File: src/rtl/irqf_pkg.sv
package irqf_pkg;
    localparam int NCH_DEF    = 7;
    localparam int DATA_W_DEF = 32;
    localparam int NIB_W      = 4;
    // Field order inside a channel nibble: the clear word decodes the same way.
    localparam int BIT_GLB  = 0;
    localparam int BIT_DONE = 1;
    localparam int BIT_HALF = 2;
    localparam int BIT_ERR  = 3;

    typedef enum logic [0:0] {
        GATE_IDLE  = 1'b0,
        GATE_ALARM = 1'b1
    } gate_st_e;
endpackage

File: src/rtl/irqf_access_gate.sv
module irqf_access_gate
    import irqf_pkg::*;
#(
    parameter int NCH = NCH_DEF
) (
    input  logic           clk,
    input  logic           rst_n,
    input  logic           acc_sec,
    input  logic           acc_priv,
    input  logic [NCH-1:0] chan_sec,
    input  logic [NCH-1:0] chan_priv,
    input  logic           clr_wr,
    input  logic [NCH*NIB_W-1:0] clr_bits,
    input  logic           cfg_wr,
    output logic [NCH-1:0] vis,
    output logic [NCH-1:0] clr_glb,
    output logic [NCH-1:0] clr_done,
    output logic [NCH-1:0] clr_half,
    output logic [NCH-1:0] clr_err,
    output logic           cfg_ok,
    output logic           ill_pulse
);
    gate_st_e       state_q, state_d;
    logic [NCH-1:0] chan_bad;
    logic           violation;

    // Per-channel entitlement and clear filtering.
    for (genvar c = 0; c < NCH; c++) begin : g_ch
        logic [NIB_W-1:0] req;
        assign vis[c]      = (~chan_sec[c] | acc_sec) & (~chan_priv[c] | acc_priv);
        assign req         = clr_bits[c*NIB_W +: NIB_W] & {NIB_W{clr_wr}};
        assign clr_glb[c]  = req[BIT_GLB]  & vis[c];
        assign clr_done[c] = req[BIT_DONE] & vis[c];
        assign clr_half[c] = req[BIT_HALF] & vis[c];
        assign clr_err[c]  = req[BIT_ERR]  & vis[c];
        assign chan_bad[c] = (|req) & ~vis[c];
    end

    assign cfg_ok    = cfg_wr & acc_sec;
    assign violation = (|chan_bad) | (cfg_wr & ~acc_sec);

    // State register.
    always_ff @(posedge clk) begin
        if (!rst_n) state_q <= GATE_IDLE;
        else        state_q <= state_d;
    end

    // Next state.
    always_comb begin
        state_d = state_q;
        unique case (state_q)
            GATE_IDLE:  if (violation)  state_d = GATE_ALARM;
            GATE_ALARM: if (!violation) state_d = GATE_IDLE;
            default:                    state_d = GATE_IDLE;
        endcase
    end

    // Outputs.
    always_comb begin
        ill_pulse = 1'b0;
        unique case (state_q)
            GATE_IDLE:  ill_pulse = 1'b0;
            GATE_ALARM: ill_pulse = 1'b1;
            default:    ill_pulse = 1'b0;
        endcase
    end
endmodule

File: src/rtl/irqf_chan_flags.sv
module irqf_chan_flags
    import irqf_pkg::*;
(
    input  logic             clk,
    input  logic             rst_n,
    input  logic             set_half,
    input  logic             set_done,
    input  logic             set_err,
    input  logic             clr_glb,
    input  logic             clr_done,
    input  logic             clr_half,
    input  logic             clr_err,
    input  logic             ie_half,
    input  logic             ie_done,
    input  logic             ie_err,
    output logic [NIB_W-1:0] nib,
    output logic             irq,
    output logic             lock
);
    logic half_q, done_q, err_q, glb_q;
    logic half_d, done_d, err_d, glb_d;

    // A set in the same cycle as a clear wins.
    always_comb begin
        half_d = set_half | (half_q & ~(clr_half | clr_glb));
        done_d = set_done | (done_q & ~(clr_done | clr_glb));
        err_d  = set_err  | (err_q  & ~(clr_err  | clr_glb));
        if (set_half | set_done | set_err)
            glb_d = 1'b1;
        else if (clr_glb)
            glb_d = 1'b0;
        else if (clr_half | clr_done | clr_err)
            glb_d = half_d | done_d | err_d;
        else
            glb_d = glb_q;
    end

    always_ff @(posedge clk) begin
        if (!rst_n) begin
            half_q <= 1'b0;
            done_q <= 1'b0;
            err_q  <= 1'b0;
            glb_q  <= 1'b0;
        end else begin
            half_q <= half_d;
            done_q <= done_d;
            err_q  <= err_d;
            glb_q  <= glb_d;
        end
    end

    always_comb begin
        nib           = '0;
        nib[BIT_GLB]  = glb_q;
        nib[BIT_DONE] = done_q;
        nib[BIT_HALF] = half_q;
        nib[BIT_ERR]  = err_q;
    end

    assign irq  = (half_q & ie_half) | (done_q & ie_done) | (err_q & ie_err);
    assign lock = err_q;
endmodule

File: src/rtl/irqf_read_port.sv
module irqf_read_port
    import irqf_pkg::*;
#(
    parameter int NCH    = NCH_DEF,
    parameter int DATA_W = DATA_W_DEF
) (
    input  logic                 clk,
    input  logic                 rst_n,
    input  logic                 rd_en,
    input  logic [NCH-1:0]       vis,
    input  logic [NCH*NIB_W-1:0] flags,
    output logic [DATA_W-1:0]    rd_data
);
    localparam int USED_W = NCH * NIB_W;

    logic [DATA_W-1:0] masked;

    always_comb begin
        masked = '0;
        for (int c = 0; c < NCH; c++)
            masked[c*NIB_W +: NIB_W] = flags[c*NIB_W +: NIB_W] & {NIB_W{vis[c]}};
    end

    always_ff @(posedge clk) begin
        if (!rst_n)     rd_data <= '0;
        else if (rd_en) rd_data <= masked;
    end

    if (USED_W > DATA_W) begin : g_bad_cfg
        initial $fatal(1, "channel count does not fit the status word");
    end
endmodule

File: src/rtl/chan_irq_flags.sv
module chan_irq_flags
    import irqf_pkg::*;
#(
    parameter int NCH    = NCH_DEF,
    parameter int DATA_W = DATA_W_DEF
) (
    input  logic              clk,
    input  logic              rst_n,
    input  logic [NCH-1:0]    evt_half,
    input  logic [NCH-1:0]    evt_done,
    input  logic [NCH-1:0]    evt_err,
    input  logic [NCH-1:0]    chan_sec,
    input  logic [NCH-1:0]    chan_priv,
    input  logic [NCH-1:0]    ie_half,
    input  logic [NCH-1:0]    ie_done,
    input  logic [NCH-1:0]    ie_err,
    input  logic              acc_sec,
    input  logic              acc_priv,
    input  logic              clr_wr,
    input  logic [DATA_W-1:0] clr_data,
    input  logic              rd_en,
    output logic [DATA_W-1:0] rd_data,
    input  logic              cfg_wr,
    output logic              cfg_ok,
    output logic [NCH-1:0]    irq,
    output logic [NCH-1:0]    en_lock,
    output logic              ill_pulse
);
    localparam int USED_W = NCH * NIB_W;

    logic [NCH-1:0]    vis, c_glb, c_done, c_half, c_err;
    logic [USED_W-1:0] flags;

    if (DATA_W > USED_W) begin : g_rsvd
        logic unused_rsvd;
        assign unused_rsvd = ^clr_data[DATA_W-1:USED_W];
    end

    irqf_access_gate #(.NCH(NCH)) u_gate (
        .clk       (clk),
        .rst_n     (rst_n),
        .acc_sec   (acc_sec),
        .acc_priv  (acc_priv),
        .chan_sec  (chan_sec),
        .chan_priv (chan_priv),
        .clr_wr    (clr_wr),
        .clr_bits  (clr_data[USED_W-1:0]),
        .cfg_wr    (cfg_wr),
        .vis       (vis),
        .clr_glb   (c_glb),
        .clr_done  (c_done),
        .clr_half  (c_half),
        .clr_err   (c_err),
        .cfg_ok    (cfg_ok),
        .ill_pulse (ill_pulse)
    );

    for (genvar c = 0; c < NCH; c++) begin : g_chan
        irqf_chan_flags u_flags (
            .clk      (clk),
            .rst_n    (rst_n),
            .set_half (evt_half[c]),
            .set_done (evt_done[c]),
            .set_err  (evt_err[c]),
            .clr_glb  (c_glb[c]),
            .clr_done (c_done[c]),
            .clr_half (c_half[c]),
            .clr_err  (c_err[c]),
            .ie_half  (ie_half[c]),
            .ie_done  (ie_done[c]),
            .ie_err   (ie_err[c]),
            .nib      (flags[c*NIB_W +: NIB_W]),
            .irq      (irq[c]),
            .lock     (en_lock[c])
        );
    end

    irqf_read_port #(.NCH(NCH), .DATA_W(DATA_W)) u_rd (
        .clk     (clk),
        .rst_n   (rst_n),
        .rd_en   (rd_en),
        .vis     (vis),
        .flags   (flags),
        .rd_data (rd_data)
    );
endmodule

File: config.mk
export PLATFORM = sky130hd
export DESIGN_NAME = chan_irq_flags
export DESIGN_NICKNAME = d
export VERILOG_FILES = /design/src/rtl/irqf_pkg.sv /design/src/rtl/irqf_access_gate.sv /design/src/rtl/irqf_chan_flags.sv /design/src/rtl/irqf_read_port.sv /design/src/rtl/chan_irq_flags.sv
export SDC_FILE = /design/constraint.sdc
export NUM_CORES = 1
export LEC_CHECK = 0
export ABC_AREA = 1
export BUFFER_PORTS_ARGS = -buffer_cell sky130_fd_sc_hd__buf_2
export CAP_MARGIN = 20
export CORE_AREA = 5 5 86 88
export CTS_CLUSTER_DIAMETER = 120
export CTS_CLUSTER_SIZE = 8
export DETAILED_ROUTE_END_ITERATION = 10
export DIE_AREA = 0 0 91 93
export PLACE_DENSITY = 0.81
export SETUP_SLACK_MARGIN = 0.3
export SLEW_MARGIN = 20
export SYNTH_ARGS = -nofsm -noshare
export SYNTH_HDL_FRONTEND = slang
export SYNTH_SLANG_ARGS = --single-unit
File: constraint.sdc
create_clock -name clk -period 1.71 [get_ports clk]
set_input_delay 0.2565 -clock clk [delete_from_list [all_inputs] [get_ports clk]]
set_output_delay 0.2565 -clock clk [all_outputs]
set_load 0.02 [all_outputs]
==> results of run 1 <==
==> area by class of cell <==
class | instances | area share
tap | 80 | 0.0258
timing repair buffer | 137 | 0.185
sequential | 57 | 0.294
clock buffer | 11 | 0.0390
multi-input combinational | 346 | 0.399
clock inverter | 5 | 0.0200
inverter | 37 | 0.0371
==> worst min-delay path: stages <==
cell	delay (ns)
buf_2	0.09
a21oi_2	0.04
nor2_1	0.07
==> through the flow <==
stage               std cells  total power [mW]  instance area [sq um]  setup slack (ns)
floorplan                 473              2.01                   3070             0.575
global placement          657              2.22                   3650             0.212
detailed placement        657              2.24                   3650             0.217
CTS                       673              3.67                   3880             0.402
global route              673              3.83                   3880             0.339
finish                    673              3.65                   3880             0.411
==> worst paths after layout <==
path / endpoint / cells after the start / startpoint
worst max-delay path: irq[4] / 3 / g_chan[4].u_flags.lock
worst min-delay path: g_chan[6].u_flags.half_q / 3 / evt_half[6]
worst max register to register: g_chan[6].u_flags.glb_q / 4 / g_chan[6].u_flags.lock
worst min register to register: u_rd.rd_data[24] / 2 / g_chan[6].u_flags.glb_q
==> layer usage <==
metal / up-vias / routed length (um) / share of wire / track usage
li1: 1744 / - / - / -
met1: 1511 / 3520 / 0.41 / 0.245
met2: 121 / 4350 / 0.50 / 0.351
met3: 9 / 665 / 0.077 / 0.0483
met4: 0 / 94 / 0.011 / 0.0697
met5: - / 0 / 0 / 0
==> report_power, final <==
part	switching [mW]	total, mW	internal, mW
combinational	0.458	0.732	0.273
clock	0.542	1.44	0.895
sequential	0.0617	1.48	1.42
==> sequential cells by signal, indices dropped and copies added (netlist names) <==
name / flops
u_rd.rd_data: 28
g_chan.u_flags.done_q: 7
g_chan.u_flags.glb_q: 7
g_chan.u_flags.half_q: 7
g_chan.u_flags.lock: 7
u_gate.state_q: 1
==> cells in the mapped netlist, drive strengths merged <==
| cell type | number | area share |
|---|---|---|
| dfxtp | 57 | 0.37 |
| clkbuf | 7 | 0.0086 |
| nand3 | 36 | 0.059 |
| inv | 37 | 0.047 |
| o21ai | 37 | 0.061 |
| a21oi | 59 | 0.10 |
| nor2 | 30 | 0.042 |
| nand2 | 165 | 0.21 |
| a22oi | 1 | 0.0025 |
| conb | 1 | 0.0012 |
| nor3 | 5 | 0.0082 |
| buf | 26 | 0.069 |
| nand4 | 7 | 0.014 |
| or3 | 2 | 0.0041 |
==> logic make-up after synthesis <==
kind of cell	synth area share
flip-flops	0.373
other	0.00123
buffers and inverters	0.125
AO/OA/AOI/OAI	0.166
AND/OR/NAND/NOR	0.335
==> metrics.md, run 1 <==
| Metric | Value |
|---|---|
| Max-Cap Viols | `0` |
| Final period util | `0.760` |
| Leakage | `2.11 nW` |
| Layout filler cell count | `648` |
| CTS Sinks | `57` |
| Multi-input gate area | `1550 sq um` |
| Family with the most delay on the worst path | `flip-flops` |
| Sequential share of the synthesized area | `0.373` |
| Slew @ Worst Pin | `0.515 ns` |
| Max incr delay on CP | `0.41 ns` |
| TritonCTS clock tree | `done` |
| First-pass GRT wire length | `14100 um` |
| Final HPWL DP | `6630 um` |
| Root buf cell | `clkbuf_8` |
| HP Class | `in -> reg` |
| Final Hold Fails | `0` |
| Diodes inserted | `0` |
| Pwr/cell area | `942 nW/um^2` |
| Worst path bufs/invs | `1` |
| DR pass1 iterations | `5` |
| DR WL/cell | `12.8 um` |
| Slew margin rel. | `0.656` |
| Hold buffers post-CTS | `0` |
| CP max FO | `4` |
| Post-Syn Area | `3060 sq um` |
| DR iter-0 viols | `97` |
| H-Tree Depth | `3` |
| Grt ovf | `0` |
| Die Wd | `91 um` |
| Cell variety after synth | `25` |
| Setup violations, final | `0` |
| Share of cells above drive strength 1 | `0.290` |
| Vias per cell | `5.03` |
| RSZ-0062 raised after global routing | `false` |
| All-Layer GR Usage | `0.202` |
| Post-Route WL | `8620 um` |
| Syn. warnings | `0` |
| Commonest non-fill, non-tap cell in the layout | `nand2_1` |
| Num CTS Buffers | `9` |
| RePlAce Congestion | `0.922` |
| Crit path capture type | `output pin` |
| Critical Path Source Type | `flop` |
| Die area | `8460 sq um` |
| Worst EP arrival | `1.04 ns` |
| Clock latency reported for the late side of the worst-skew pair | `0.33 ns` |
| Most frequent cells in the layout | `nand2_1 (161), buf_2 (134), dfxtp_1 (57)` |
| Largest net degree at the start of global routing | `37` |
| Core area | `6570 sq um` |
| Area occupied by registers | `1140 sq um` |
| CTS Buffer Depth | `2` |
| FMAX | `770 MHz` |
| Area grow syn2layout | `26.9%` |
| Critical-path top delay cell | `dfxtp_1` |
| Critical path class | `reg -> out` |
| Tmin final | `1.30 ns` |
| VDD IR max | `0.576 mV` |
| Post-cts resize count | `0` |
| Via count | `3385` |
| Hold_ws | `0.163 ns` |
| I/O Buffers | `134` |
| Final Max Tran Viols | `0` |
| Detail Route Antenna Nets | `0` |
| Clock Skew | `0.00860 ns` |
| Nets | `683` |
| Die height | `93 um` |
| Register bit total from synthesis | `57` |
| Number of global-route vias before repair | `3245` |
| Initial core utilization | `0.465` |
| CTS clk-pin slew, worst paths | `0.07 ns` |
| Post-CTS Setup Inserts | `0` |
| Core Util, Final | `0.590` |
| Worst Path Required | `1.45 ns` |
| I/O Pins | `143` |
| Avg Cell Area, Syn | `6.50 sq um` |
| Post-Route Setup TNS | `0 ns` |
| Outcome | `complete, no violations` |
| Crit-path cells | `nand2_1, nand3_1, buf_2` |
| Syn Inst Count | `470` |
| FP Rows | `30` |
| Worst reg2reg setup slack | `0.80 ns` |
| DRC errors left | `0` |
| Number of antenna violations at the first check in global routing | `0` |
(Power assumes the default switching activity.)
==> inputs of run 2 (changes only) <==
CORE_AREA = 5 5 87 89   (was 5 5 86 88)
DIE_AREA = 0 0 92 94   (was 0 0 91 93)
PLACE_DENSITY = 0.79   (was 0.81)
clock period = 1.3 ns   (was 1.71 ns; I/O delays follow)
==> run 2 against run 1 <==
Compared with the run above:
- count of clock-buffer cells in the layout up 3
- clock skew decreased by 0.00065 ns
- sequential cell count is the same
- highest routed layer unchanged
==> metrics.md, run 2 (synthesis results as in run 1) <==
| Metric | Value |
|---|---|
| Root buf cell | `clkbuf_8 (unchanged)` |
| Hold_ws | `0.112 ns (was 0.163 ns)` |
| Final Hold Fails | `0 (unchanged)` |
| DR WL/cell | `14.9 um (was 12.8 um)` |
| CTS clk-pin slew, worst paths | `0.06 ns (was 0.07 ns)` |
| First-pass GRT wire length | `15900 um (was 14100 um)` |
| TritonCTS clock tree | `done (unchanged)` |
| Hold buffers post-CTS | `0 (unchanged)` |
| Post-Route WL | `11000 um (was 8620 um)` |
| Die height | `94 um (was 93 um)` |
| Crit-path cells | `nand2_1, nand3_2, buf_6 (was nand2_1, nand3_1, buf_2)` |
| Pwr Total | `5.18 mW (was 3.65 mW)` |
| Share of cells above drive strength 1 | `0.524 (was 0.290)` |
| Switch Pwr | `1.54 mW (was 1.06 mW)` |
| Clk pwr share | `0.333 (was 0.393)` |
| Area grow syn2layout | `64.6% (was 26.9%)` |
| Max incr delay on CP | `0.34 ns (was 0.41 ns)` |
| Flop pwr share | `0.383 (was 0.406)` |
| Number of global-route vias before repair | `3599 (was 3245)` |
| I/O Buffers | `134 (unchanged)` |
| VDD IR max | `0.651 mV (was 0.576 mV)` |
| Die area | `8650 sq um (was 8460 sq um)` |
| Crit path capture type | `output pin (unchanged)` |
| Max reg flops | `28 (unchanged)` |
| DR iter-0 viols | `127 (was 97)` |
| Largest net degree at the start of global routing | `57 (was 37)` |
| H-Tree Depth | `3 (unchanged)` |
| FMAX | `874 MHz` |
| Worst setup margin | `0.156 ns (was 0.411 ns)` |
| Commonest non-fill, non-tap cell in the layout | `nand2_1 (unchanged)` |
| Vias per cell | `5.19 (was 5.03)` |
| Diodes inserted | `0 (unchanged)` |
| Worst EP arrival | `0.95 ns (was 1.04 ns)` |
| Critical-path top delay cell | `dfxtp_2 (was dfxtp_1)` |
| RePlAce Congestion | `0.940 (was 0.922)` |
| Setup violations, final | `0 (unchanged)` |
| Grt ovf | `0 (unchanged)` |
| Pwr/cell area | `1030 nW/um^2 (was 942 nW/um^2)` |
| Tmin final | `1.14 ns` |
| DR pass1 iterations | `5 (unchanged)` |
| Num CTS Buffers | `9 (unchanged)` |
| Switching Share | `0.297 (was 0.291)` |
| Final HPWL DP | `7000 um (was 6630 um)` |
| Number of antenna violations at the first check in global routing | `0 (unchanged)` |
| Worst reg2reg setup slack | `0.19 ns (was 0.80 ns)` |
| CTS Buffer Depth | `2 (unchanged)` |
| Via count | `3830 (was 3385)` |
| Comb pwr share | `0.284 (was 0.200)` |
| Top reg by flops | `u_rd.rd_data (unchanged)` |
| Core Util, Final | `0.753 (was 0.590)` |
| DP Cell Count | `682 (was 657)` |
| CTS Sinks | `57 (unchanged)` |
| Area post-placement | `3880 sq um (was 3650 sq um)` |
| DRC errors left | `0 (unchanged)` |
| Clock Skew | `0.00795 ns (was 0.00860 ns)` |
| Detail Route Antenna Nets | `0 (unchanged)` |
| CP max FO | `3 (was 4)` |
| Die Wd | `92 um (was 91 um)` |
| Core area | `6680 sq um (was 6570 sq um)` |
| Most frequent cells in the layout | `nand2_1 (127), buf_2 (89), buf_4 (54) (was nand2_1 (161), buf_2 (134), dfxtp_1 (57))` |
| Critical path class | `reg -> out (unchanged)` |
| Fin area | `5030 sq um (was 3880 sq um)` |
| Place WS | `-0.0920 ns (was 0.217 ns)` |
| FP Rows | `30 (unchanged)` |
| Max-Cap Viols | `0 (unchanged)` |
| All-Layer GR Usage | `0.228 (was 0.202)` |
| Post-Route Setup TNS | `0 ns (unchanged)` |
| I/O Pins | `143 (unchanged)` |
| Internal Power | `3.64 mW (was 2.59 mW)` |
| Outcome | `complete, no violations (unchanged)` |
| Worst Path Required | `1.11 ns (was 1.45 ns)` |
| Initial core utilization | `0.457 (was 0.465)` |
| Final period util | `0.880` |
| Leakage | `2.60 nW (was 2.11 nW)` |
| Final non-filler cell total | `738 (was 673)` |
| HP Class | `in -> reg (unchanged)` |
| Critical Path Source Type | `flop (unchanged)` |
| Clock latency reported for the late side of the worst-skew pair | `0.33 ns (about the same)` |
| Final Max Tran Viols | `0 (unchanged)` |
| Nets | `748 (was 683)` |
| RSZ-0062 raised after global routing | `true (was false)` |
| Layout filler cell count | `472 (was 648)` |
[run 2: changes by cell type in the layout (fill, tap and decap cells not counted), sizes merged]
cell	change
buf	+62
clkbuf	+6
bufinv	-1
clkinv	-1
inv	-1
[run 2: critical path, delay by kind of cell, from the launching register on]
family                 cells  cell delay [ns]
flip-flops                 1             0.34
buffers and inverters      1             0.13
AND/OR/NAND/NOR            2             0.15
[run 2: final timing paths]
path                            startpoint                        to  cells past startpoint
hold reg to reg    g_chan[4].u_flags.glb_q          u_rd.rd_data[16]                      2
setup / recovery  g_chan[0].u_flags.done_q                    irq[0]                      3
hold / removal                 evt_done[6]  g_chan[6].u_flags.done_q                      3
setup reg to reg    g_chan[2].u_flags.lock   g_chan[2].u_flags.glb_q                      7
[run 2: metal layers]
| metal | up-vias | global-route usage | wire length, um |
|---|---|---|---|
| li1 | 1876 | - | - |
| met1 | 1756 | 0.267 | 4270 |
| met2 | 182 | 0.410 | 5640 |
| met3 | 16 | 0.0505 | 936 |
| met4 | 0 | 0.0817 | 146 |
| met5 | - | 0 | 0 |
[run 2: area by class of cell]
type / count / area, sq um / area share
tap: 80 / 100 / 0.0199
timing repair buffer: 202 / 1590 / 0.315
clock inverter: 2 / 35.0 / 0.00697
clock buffer: 14 / 173 / 0.0343
multi-input combinational: 346 / 1770 / 0.352
inverter: 37 / 158 / 0.0313
sequential: 57 / 1210 / 0.240
[run 2: what timing repair did]
item,4_1_cts,5_1_grt
endpoints found under the setup margin,50,44
buffers inserted,19,18
gates resized for setup,128,85
pin swaps,8,21
gates cloned,0,3
[run 2: power groups by stage]
stage	Sequential, mW	Clock (mW)	Combinational, mW
CTS	1.97	1.75	1.25
global placement	1.99	0	1.03
floorplan	2.05	0	0.618
detailed placement	1.99	0	1.06
global route	2.00	1.82	1.60
finish	1.98	1.72	1.47
==> inputs of run 3 (changes only) <==
PLACE_DENSITY = 0.8   (was 0.79)
SYNTH_HIERARCHICAL = 1   (was default)
clock period = 1.4 ns   (was 1.3 ns; I/O delays follow)
==> run 3 against run 2 <==
Compared with the run above:
- final cell count shrank 9.1%
- routed wire length shrank 18%
- power shrank 18%
- count of clock-buffer cells in the layout shrank 5
- global-route usage shrank 2.6 points
- setup slack gained 0.096 ns
==> metrics.md, run 3 <==
| Metric | Value |
|---|---|
| Crit path capture type | `output pin (unchanged)` |
| Setup violations, final | `0 (unchanged)` |
| DRC errors left | `0 (unchanged)` |
| R2r startpoint | `g_chan[0].u_flags/lock (was g_chan[2].u_flags.lock)` |
| Pwr/cell area | `1000 nW/um^2 (was 1030 nW/um^2)` |
| Crit. Startpoint | `g_chan[2].u_flags/done_q (was g_chan[0].u_flags.done_q)` |
| Sequential share of the synthesized area | `0.364 (was 0.373)` |
| VDD IR max | `0.591 mV (was 0.651 mV)` |
| FP Rows | `30 (unchanged)` |
| Grt ovf | `0 (unchanged)` |
| Core area | `6680 sq um (unchanged)` |
| Detail Route Antenna Nets | `0 (unchanged)` |
| Async S/R FF share, synth | `0 (unchanged)` |
| Most frequent cells in the layout | `buf_2 (123), nand2_1 (89), nor2_1 (59) (was nand2_1 (127), buf_2 (89), buf_4 (54))` |
| Diodes inserted | `0 (unchanged)` |
| Vias per cell | `5.02 (was 5.19)` |
| RSZ-0062 raised after global routing | `true (unchanged)` |
| Number of global-route vias before repair | `3303 (was 3599)` |
| Met3 Usage GRT | `0.0561 (was 0.0505)` |
| Worst Path Required | `1.19 ns (was 1.11 ns)` |
| Clk pwr share | `0.350 (was 0.333)` |
| Worst reg2reg setup slack | `0.36 ns (was 0.19 ns)` |
| TritonCTS clock tree | `done (unchanged)` |
| Outcome | `complete, no violations (unchanged)` |
| Synth top area share | `0.364 (was 0.373)` |
| DP Cell Count | `638 (was 682)` |
| All-Layer GR Usage | `0.202 (was 0.228)` |
| Syn Inst Count | `458 (was 470)` |
| Die area | `8650 sq um (unchanged)` |
| Tmin final | `1.15 ns` |
| Most frequent cell after synthesis | `nand2_1 (unchanged)` |
| Comb pwr share | `0.230 (was 0.284)` |
| Critical Path Source Type | `flop (unchanged)` |
| Setup crit end | `irq[2] (was irq[0])` |
| Synth top area cells | `dfxtp_1 (36%), nand2_1 (13%), a21oi_1 (8.9%) (was dfxtp_1 (37%), nand2_1 (20%), a21oi_1 (8.8%))` |
| Worst setup margin | `0.251 ns (was 0.156 ns)` |
| Number of antenna violations at the first check in global routing | `0 (unchanged)` |
| Leakage | `2.07 nW (was 2.60 nW)` |
| Flop pwr share | `0.420 (was 0.383)` |
| Critical path class | `reg -> out (unchanged)` |
| Nets | `681 (was 748)` |
| Met1 usage | `0.234 (was 0.267)` |
| Worst EP arrival | `0.94 ns (was 0.95 ns)` |
| Hold buffers post-CTS | `0 (unchanged)` |
| Register bit total from synthesis | `57 (unchanged)` |
| Largest net degree at the start of global routing | `33 (was 57)` |
| Reg2reg path depth | `6 (was 7)` |
| Num CTS Buffers | `9 (unchanged)` |
| FMAX | `871 MHz` |
| Number of synthesized flops with an enable pin | `0 (unchanged)` |
| Area grow syn2layout | `35.3% (was 64.6%)` |
| Avg Cell Area, Syn | `6.85 sq um (was 6.50 sq um)` |
| Clock Skew | `0.00670 ns (was 0.00795 ns)` |
| Initial core utilization | `0.469 (was 0.457)` |
| Reg-to-Reg End | `g_chan[0].u_flags/glb_q (was g_chan[2].u_flags.glb_q)` |
| I/O Pins | `143 (unchanged)` |
| Die Wd | `92 um (unchanged)` |
| HP Class | `in -> reg (unchanged)` |
| Top cells by count, synth | `nand2_1 (109), nor2_1 (72), dfxtp_1 (57), a21oi_1 (56), nand3_1 (49) (was nand2_1 (161), dfxtp_1 (57), a21oi_1 (54), nand3_1 (36), o21ai_0 (35))` |
| Post-Route WL | `9030 um (was 11000 um)` |
| Internal Power | `2.95 mW (was 3.64 mW)` |
| Leading area contributor after synthesis | `dfxtp_1 (unchanged)` |
| Die height | `94 um (unchanged)` |
| Final HPWL DP | `6610 um (was 7000 um)` |
| Post-Syn Area | `3140 sq um (was 3060 sq um)` |
| RePlAce Congestion | `0.935 (was 0.940)` |
| Place WS | `-0.0218 ns (was -0.0920 ns)` |
| I/O Buffers | `134 (unchanged)` |
| Root buf cell | `clkbuf_8 (unchanged)` |
| Clock latency reported for the late side of the worst-skew pair | `0.33 ns (about the same)` |
| Share of cells above drive strength 1 | `0.448 (was 0.524)` |
| DR pass1 iterations | `7 (was 5)` |
| Ys flop type | `dfxtp_1 (unchanged)` |
| Top reg by flops | `u_rd/rd_data (was u_rd.rd_data)` |
| Switch Pwr | `1.32 mW (was 1.54 mW)` |
| CTS Sinks | `57 (unchanged)` |
| DR iter-0 viols | `107 (was 127)` |
| Grt met2 use | `0.349 (was 0.410)` |
| CTS Buffer Depth | `2 (unchanged)` |
| Syn. warnings | `6 (was 0)` |
| CP max FO | `2 (was 3)` |
| Commonest non-fill, non-tap cell in the layout | `buf_2 (was nand2_1)` |
| Final period util | `0.820` |
| Max-Cap Viols | `0 (unchanged)` |
| Final Hold Fails | `0 (unchanged)` |
| Switching Share | `0.309 (was 0.297)` |
| Via count | `3369 (was 3830)` |
| Layout filler cell count | `632 (was 472)` |
| Final non-filler cell total | `671 (was 738)` |
| H-Tree Depth | `3 (unchanged)` |
| Busiest grt layer | `met2 (unchanged)` |
| DR WL/cell | `13.5 um (was 14.9 um)` |
| First-pass GRT wire length | `14100 um (was 15900 um)` |
| Max reg flops | `28 (unchanged)` |
| Final Max Tran Viols | `0 (unchanged)` |
| Cell variety after synth | `21 (was 25)` |
| CTS clk-pin slew, worst paths | `0.07 ns (was 0.06 ns)` |
-- run 3: per-layer routing --
layer,vias up,part of all wire
li1,1720,-
met1,1516,0.41
met2,118,0.51
met3,15,0.069
met4,0,0.016
met5,-,0
-- run 3: cell type report --
| cell class | count | area [sq um] | area share |
|---|---|---|---|
| Clock buffer | 9 | 124 | 0.0292 |
| Clock inverter | 7 | 71.3 | 0.0168 |
| Inverter | 33 | 126 | 0.0298 |
| Multi-Input combinational cell | 329 | 1750 | 0.412 |
| Sequential cell | 57 | 1170 | 0.276 |
| Tap cell | 80 | 100 | 0.0236 |
| Timing Repair Buffer | 156 | 902 | 0.213 |
-- run 3: worst min path at each step --
| stage | start | depth (start not counted) | to |
|---|---|---|---|
| 2_1_floorplan | rst_n | 2 | u_gate/state_q |
| 3_3_place_gp | u_rd/rd_data[17] | 2 | u_rd/rd_data[17] |
| 3_5_place_dp | u_rd/rd_data[21] | 2 | u_rd/rd_data[21] |
| 4_1_cts | evt_done[5] | 3 | g_chan[5].u_flags/done_q |
| 6_report | evt_done[5] | 3 | g_chan[5].u_flags/done_q |
| 5_1_grt | evt_done[5] | 3 | g_chan[5].u_flags/done_q |
-- run 3: logic make-up after synthesis --
logic type | share of synthesized area
compound gates | 0.117
buf+inv | 0.146
flops | 0.364
other cells | 0.00120
simple gates | 0.371
-- run 3: metrics by stage --
step           setup TNS (ns)  cell area [sq um]  hold slack (ns)   util  power (mW)
5_1_grt                     0               4240            0.148  0.635        4.48
3_3_place_gp                0               3680            0.450  0.550        2.62
3_5_place_dp          -0.0565               3680            0.453  0.550        2.64
6_report                    0               4240            0.150  0.635        4.26
4_1_cts                     0               4090            0.140  0.612        4.22
2_1_floorplan               0               3190            0.332      -        2.40
-- run 3: what timing repair did --
item                       in CTS  in global routing
gates cloned                    0                  0
setup buffers                  16                  1
setup endpoints to repair      14                 17
pin swaps                       6                  5
gates resized for setup        43                 44
-- run 3: power by group through the flow --
stage,Sequential [mW],Clock (mW),Combinational [mW]
2_1_floorplan,1.86,0,0.537
3_3_place_gp,1.82,0,0.803
3_5_place_dp,1.82,0,0.822
4_1_cts,1.78,1.51,0.921
5_1_grt,1.80,1.60,1.08
6_report,1.79,1.49,0.981
-- run 3: critical path: stages, from the launching register on --
cell and delay [ns]:
dfxtp_2 0.32, nand2_1 0.07, nand3_2 0.08, buf_6 0.13
